--- config.mk ---
export PLATFORM = sky130hd
export DESIGN_NAME = combo_lock
export DESIGN_NICKNAME = d
export VERILOG_FILES = /design/src/rtl/lock_pkg.sv /design/src/rtl/code_bank.sv /design/src/rtl/digit_select.sv /design/src/rtl/lock_ctrl.sv /design/src/rtl/combo_lock.sv
export SDC_FILE = /design/constraint.sdc
export NUM_CORES = 1
export LEC_CHECK = 0
export CAP_MARGIN = 25
export CORE_AREA = 4 4 41 43
export CTS_CLUSTER_DIAMETER = 100
export DETAILED_ROUTE_END_ITERATION = 16
export DIE_AREA = 0 0 45 47
export PLACE_DENSITY = 0.75
export SYNTH_ARGS = -nofsm -noshare
export SYNTH_HDL_FRONTEND = slang
export SYNTH_SLANG_ARGS = --single-unit
--- constraint.sdc ---
create_clock -name clk -period 3.5 [get_ports clk]
set_input_delay 0.525 -clock clk [delete_from_list [all_inputs] [get_ports clk]]
set_output_delay 0.525 -clock clk [all_outputs]
set_load 0.05 [all_outputs]
--- src/rtl/lock_pkg.sv ---
package lock_pkg;
  localparam int unsigned LOCK_DIGIT_W  = 4;
  localparam int unsigned LOCK_N_DIGITS = 3;
endpackage

--- src/rtl/code_bank.sv ---
module code_bank #(
  parameter int unsigned W = lock_pkg::LOCK_DIGIT_W,
  parameter int unsigned N = lock_pkg::LOCK_N_DIGITS
) (
  input  logic               clk,
  input  logic [W-1:0]       wr_data,
  input  logic [N-1:0]       wr_en,
  output logic [N-1:0][W-1:0] codes
);
  // Each register loads independently; reset deliberately not applied.
  for (genvar k = 0; k < N; k++) begin : g_reg
    always_ff @(posedge clk) begin
      if (wr_en[k]) codes[k] <= wr_data;
    end
  end
endmodule

--- src/rtl/digit_select.sv ---
module digit_select #(
  parameter int unsigned W = lock_pkg::LOCK_DIGIT_W,
  parameter int unsigned N = lock_pkg::LOCK_N_DIGITS
) (
  input  logic [N-1:0][W-1:0] codes,
  input  logic [N-1:0]        sel,
  input  logic [W-1:0]        probe,
  output logic                eq
);
  logic [W-1:0] picked;

  // AND-OR mux over a one-hot select; all-zero select yields zero.
  always_comb begin
    picked = '0;
    for (int k = 0; k < N; k++) begin
      if (sel[k]) picked = picked | codes[k];
    end
  end

  assign eq = (picked == probe);
endmodule

--- src/rtl/lock_ctrl.sv ---
module lock_ctrl #(
  parameter int unsigned N = lock_pkg::LOCK_N_DIGITS
) (
  input  logic         clk,
  input  logic         rst,
  input  logic         take,
  input  logic         eq,
  output logic [N:0]   state
);
  localparam logic [N:0] ST_FIRST = (N+1)'(1);
  localparam logic [N:0] ST_ERR   = '0;

  logic [N:0] state_nx;

  always_comb begin
    state_nx = state;
    if (take) begin
      if (eq) state_nx = state << 1;
      else    state_nx = ST_ERR;
    end
  end

  always_ff @(posedge clk) begin
    if (rst) state <= ST_FIRST;
    else     state <= state_nx;
  end
endmodule

--- src/rtl/combo_lock.sv ---
module combo_lock #(
  parameter int unsigned DIGIT_W  = lock_pkg::LOCK_DIGIT_W,
  parameter int unsigned N_DIGITS = lock_pkg::LOCK_N_DIGITS
) (
  input  logic                clk,
  input  logic                rst,
  input  logic [DIGIT_W-1:0]  dig_in,
  input  logic [N_DIGITS-1:0] load_en,
  input  logic                entry_valid,
  output logic                entry_ready,
  output logic                match,
  output logic [N_DIGITS-1:0] sel_out,
  output logic                unlocked
);
  logic [N_DIGITS-1:0][DIGIT_W-1:0] codes;
  logic [N_DIGITS:0]                state;
  logic                             take;

  code_bank #(.W(DIGIT_W), .N(N_DIGITS)) u_bank (
    .clk(clk), .wr_data(dig_in), .wr_en(load_en), .codes(codes)
  );

  digit_select #(.W(DIGIT_W), .N(N_DIGITS)) u_sel (
    .codes(codes), .sel(sel_out), .probe(dig_in), .eq(match)
  );

  lock_ctrl #(.N(N_DIGITS)) u_ctrl (
    .clk(clk), .rst(rst), .take(take), .eq(match), .state(state)
  );

  assign sel_out     = state[N_DIGITS-1:0];
  assign unlocked    = state[N_DIGITS];
  assign entry_ready = |sel_out;
  assign take        = entry_valid & entry_ready;
endmodule

# Yosys cells after proc, flatten, opt, wreduce, memory -nomap -nowiden
# Cells that the tools add are included.
# totals
ff_bits,16
inputBits,10
out_inout_bits,6
# op_classes
eq_ne,1
mux,4
n_bitwise,3
n_reduce_logical,1
# ops
operator,n
$mux 4,4
$or 4x4->4,2
$eq 4x4->1,1
$reduce_or 3->1,1
$and 1x1->1,1

# Depth between registers and ports, before layout
# logic_depth
ltp_word,7
mapped_depth,4
depth_no_buf,4

# Hierarchy
# A second synthesis with hierarchy kept.
# hier_totals
cells_unflattened,38
area_unflattened_um2,598.1
# by_module_without_submodules
mod,n_inst,cells_each,area_per_inst_um2,seq_area_each_um2
code_bank,1,12,360.3,360.3
lock_ctrl,1,15,140.1,80.1
digit_select,1,9,81.3,0.0
combo_lock,1,2,16.3,0.0

# Worst setup path before layout
# OpenSTA, ideal clock, no wires.
# synth_path
path_kind,register -> output
startpoint,reg u_ctrl.state[0]
endpoint,out match
arrival_time_ps,1604
setup_slack_ps,1371
stages_incl_launch_ff,5
path_buffers,0
path_cell_list,dfxtp_1 > a222oi_1 > xor2_1 > nand4_1 > inv_1
# synth_between
elab_chain_len,6
# synth_lines
item,line,text
"start, declared",lock_ctrl.sv:8,output logic [N:0] state
"start signal, assigned",lock_ctrl.sv:25,else state <= state_nx;
$mux 4 (*),digit_select.sv:16,if (sel[k]) picked = picked | codes[k];
$or 4x4->4,digit_select.sv:16,
$mux 4 (*),digit_select.sv:16,
$or 4x4->4,digit_select.sv:16,
$mux 4 (*),digit_select.sv:16,
$eq 4x4->1 (*),digit_select.sv:20,assign eq = (picked == probe);
"end, declared",combo_lock.sv:11,"output logic match,"
# Every way passes the cells marked *; elsewhere a longest branch is shown, timed or not.

# Worst setup path in the final report
# Ends and elaborated chain as after synthesis.

==> results.md <==
* Hold Crit Class: reg2reg
* Post-synthesis area per instance at 15.5 µm²
* Synth Area in Compound Gates at 0.124
* Rows at 13
* Htree depth at 1
* Final setup vio count at 0
* Chip Height at 47 µm
* Synth Area in Adders at 0
* Area fraction of the dominant cell type after synthesis at 0.598
* Path depth of the worst reg2reg path at 4
* Post-CTS setup buffer count at 0
* Hold endpoint: u_ctrl.state[3]$_SDFFE_PP0P_
* Final worst path period need at 2.83 ns
* CP Data Required Time at ~3.0 ns
* Per-cell routed wire length at 14.2 µm
* CP Max Fanout at 8
* Layout cell share with drive strength beyond 1 at 0.0690
* Status: finished, final reports clean
* Final #Nets at 69
* Skew-Pair Late Insertion Delay at 0.27 ns
* Clk_skew at 0.00130 ns
* All-Layer GR Usage at 0.114
* Pwr Total at 0.360 mW
* Clk sinks at 16
* Count leader, synth: edfxtp_1
* YS warnings at 0
* Max-slew violation count at 0
* Ys flop type: edfxtp_1
* FMAX at 354 MHz
* Max Cap Violations at 0
* Fraction of registers with async set/reset at 0
* Die width at 45 µm
* Core box area at 0.00130 mm²
* Setup crit start kind: register
* Initial antenna violation count at 0
* Post-DP Area at between 700 and 800 µm²
* P_leak at 0.280 nW
* Clock network power share at 0.257
* Rel. slew slack at 0.668
* Power Internal at 0.280 mW
* WS Path Type: reg2out
* PortBufs at 15
* Distinct cells, synth at 13
* Reg-to-Reg Start: u_ctrl.state[0]$_SDFFE_PP1P_
* Fin. Hold Viols at 0
* Worst path arrival time at 2.30 ns
* RSZ-0062 raised after global routing: false
* Mapped cell area at approximately 600 µm²
* Synth cell count leaders: edfxtp_1, a222oi_1, dfxtp_1, xor2_1
* Sequential fraction of design power at 0.618
* Final ANT Viol Nets at 0
* PwrDens at between 400 and 500 mW/mm²
* Largest net degree at the start of global routing at 10
* Hpwl dp at 782 µm
* Vias in the first global route at a little under 400
* Reg-to-Reg End: u_ctrl.state[1]$_SDFFE_PP0P_
* Global-route wire length before repair at 1670 µm
* Design area at between 700 and 800 µm²
* CTS resizes at 0
* Startpoint of the worst hold path: u_ctrl.state[3]$_SDFFE_PP0P_
* Worst setup EP type: output port
* Register area share after synthesis at 0.730
* Pre-CTS WS at around 0.67 ns
* Drt pass-1 iters at 4
* Post-synthesis simple-gate area fraction at 0.0685
* Grt total ovfl at 0
* Switching share of total power at 0.222
* Mux contribution to synthesized area at 0
* Vias per cell at 5.56
* CTS tree: yes
* Largest cells by area after synthesis: edfxtp_1, dfxtp_1, a222oi_1
* Register bit total from synthesis at 16
* Mapped Cells at 39
* Syn_nets at 49
* Post-synthesis xor/xnor area fraction at 0.0581
* CTS max path bufs at 2
* CTS root buffer: clkbuf_4
* Total CTS buffers at 3
* Synth area leader: edfxtp_1
* ANT cells at 0
* Vias at slightly above 400
* Number of flops mapped to enable cells by yosys at 12
* DR iter-0 viols at 11
* Setup TNS at 0 ns
* Gpl congestion at 0.807
* Final WS setup at 0.675 ns
* Hold depth at 2
* Cts hold-fix bufs at 0
* Largest family of logic cells by synthesized area: compound AO/OA/AOI/OAI gates
* Initial Util at 0.463
* Fin crit share at 0.807
* DIE AREA at 0.00212 mm²
* Worst slew pin tran at 0.496 ns
* CTS clk-pin slew, worst paths at 0.08 ns
* Total Wirelength at 1040 µm
* DRC Markers at 0
* Syn-to-layout area delta at 32.4%
* Combinational Power Share at 0.125
* IO Pins at 16
* Psw at 0.0798 mW
* FF-to-FF setup slack at 1.98 ns
* Peak VDD IR at 0.221 mV
## placed cells by master, fill, tap and decap left out, drive strengths merged
cell	count
a21o	1
a222oi	4
clkbuf	3
clkdlybuf4s50	15
clkinv	1
dfxtp	4
edfxtp	12
inv	3
nand2	2
nand3b	3
nand4	1
nor3	1
o21ai	1
o22ai	1
o31ai	2
xor2	4
## sequential cells by signal, summed over array words and instances (netlist names)
signal        cells
u_bank.codes     12
u_ctrl.state      4
## layout make-up
cell class	count	area, µm²
Inverter	3	11.3
Tap cell	15	18.8
Fill cell	116	503
Clock buffer	3	22.5
Timing Repair Buffer	15	150
Clock inverter	1	3.75
Multi-Input combinational cell	20	151
Sequential cell	16	440
## worst max-delay path by stage
stage | start | end | slack [ns] | cells after the start
2_1_floorplan | u_ctrl.state[0]$_SDFFE_PP1P_ | match | 1.37 | 4
3_3_place_gp | dig_in[0] | match | 0.68 | 5
3_5_place_dp | dig_in[0] | match | 0.67 | 5
4_1_cts | u_ctrl.state[0]$_SDFFE_PP1P_ | match | 0.64 | 5
5_1_grt | u_ctrl.state[0]$_SDFFE_PP1P_ | match | 0.47 | 5
6_report | u_ctrl.state[0]$_SDFFE_PP1P_ | match | 0.67 | 5
## cells by family (layout without fill, tap and decap cells)
| group | count (synthesis) | count (layout) |
|---|---|---|
| flops | 16 | 16 |
| xor+xnor | 4 | 4 |
| buf+inv | 3 | 22 |
| simple gates | 7 | 7 |
| compound gates | 9 | 9 |
## power groups by stage
| stage | sequential, mW | combinational, mW | clock, mW |
|---|---|---|---|
| 3_5_place_dp | 0.227 | 0.0454 | 0 |
| 2_1_floorplan | 0.229 | 0.0193 | 0 |
| 5_1_grt | 0.224 | 0.0484 | 0.105 |
| 3_3_place_gp | 0.226 | 0.0451 | 0 |
| 6_report | 0.222 | 0.0451 | 0.0923 |
| 4_1_cts | 0.222 | 0.0455 | 0.0973 |
## per-stage QoR
stage | util | hold WS (ns) | instances
global placement | 0.593 | 0.490 | 69
CTS | 0.613 | 0.516 | 73
global route | 0.613 | 0.539 | 73
finish | 0.613 | 0.504 | 73
floorplan | - | 0.615 | 39
detailed placement | 0.593 | 0.504 | 69
## layer usage
metal,vias to the layer above,global-route usage,share of wire
met4,0,0.0877,0.011
met5,-,0,0
met1,192,0.127,0.41
met3,2,0.0268,0.098
met2,15,0.189,0.48
li1,197,-,-
## worst max-delay path, cell delays in order (launching register included)
cell and delay (ns):
dfxtp_1 0.40, a222oi_1 0.38, xor2_1 0.19, nand4_1 0.19, inv_1 0.09, clkdlybuf4s50_1 0.79
Note: power is estimated with default switching activity, not from simulation.
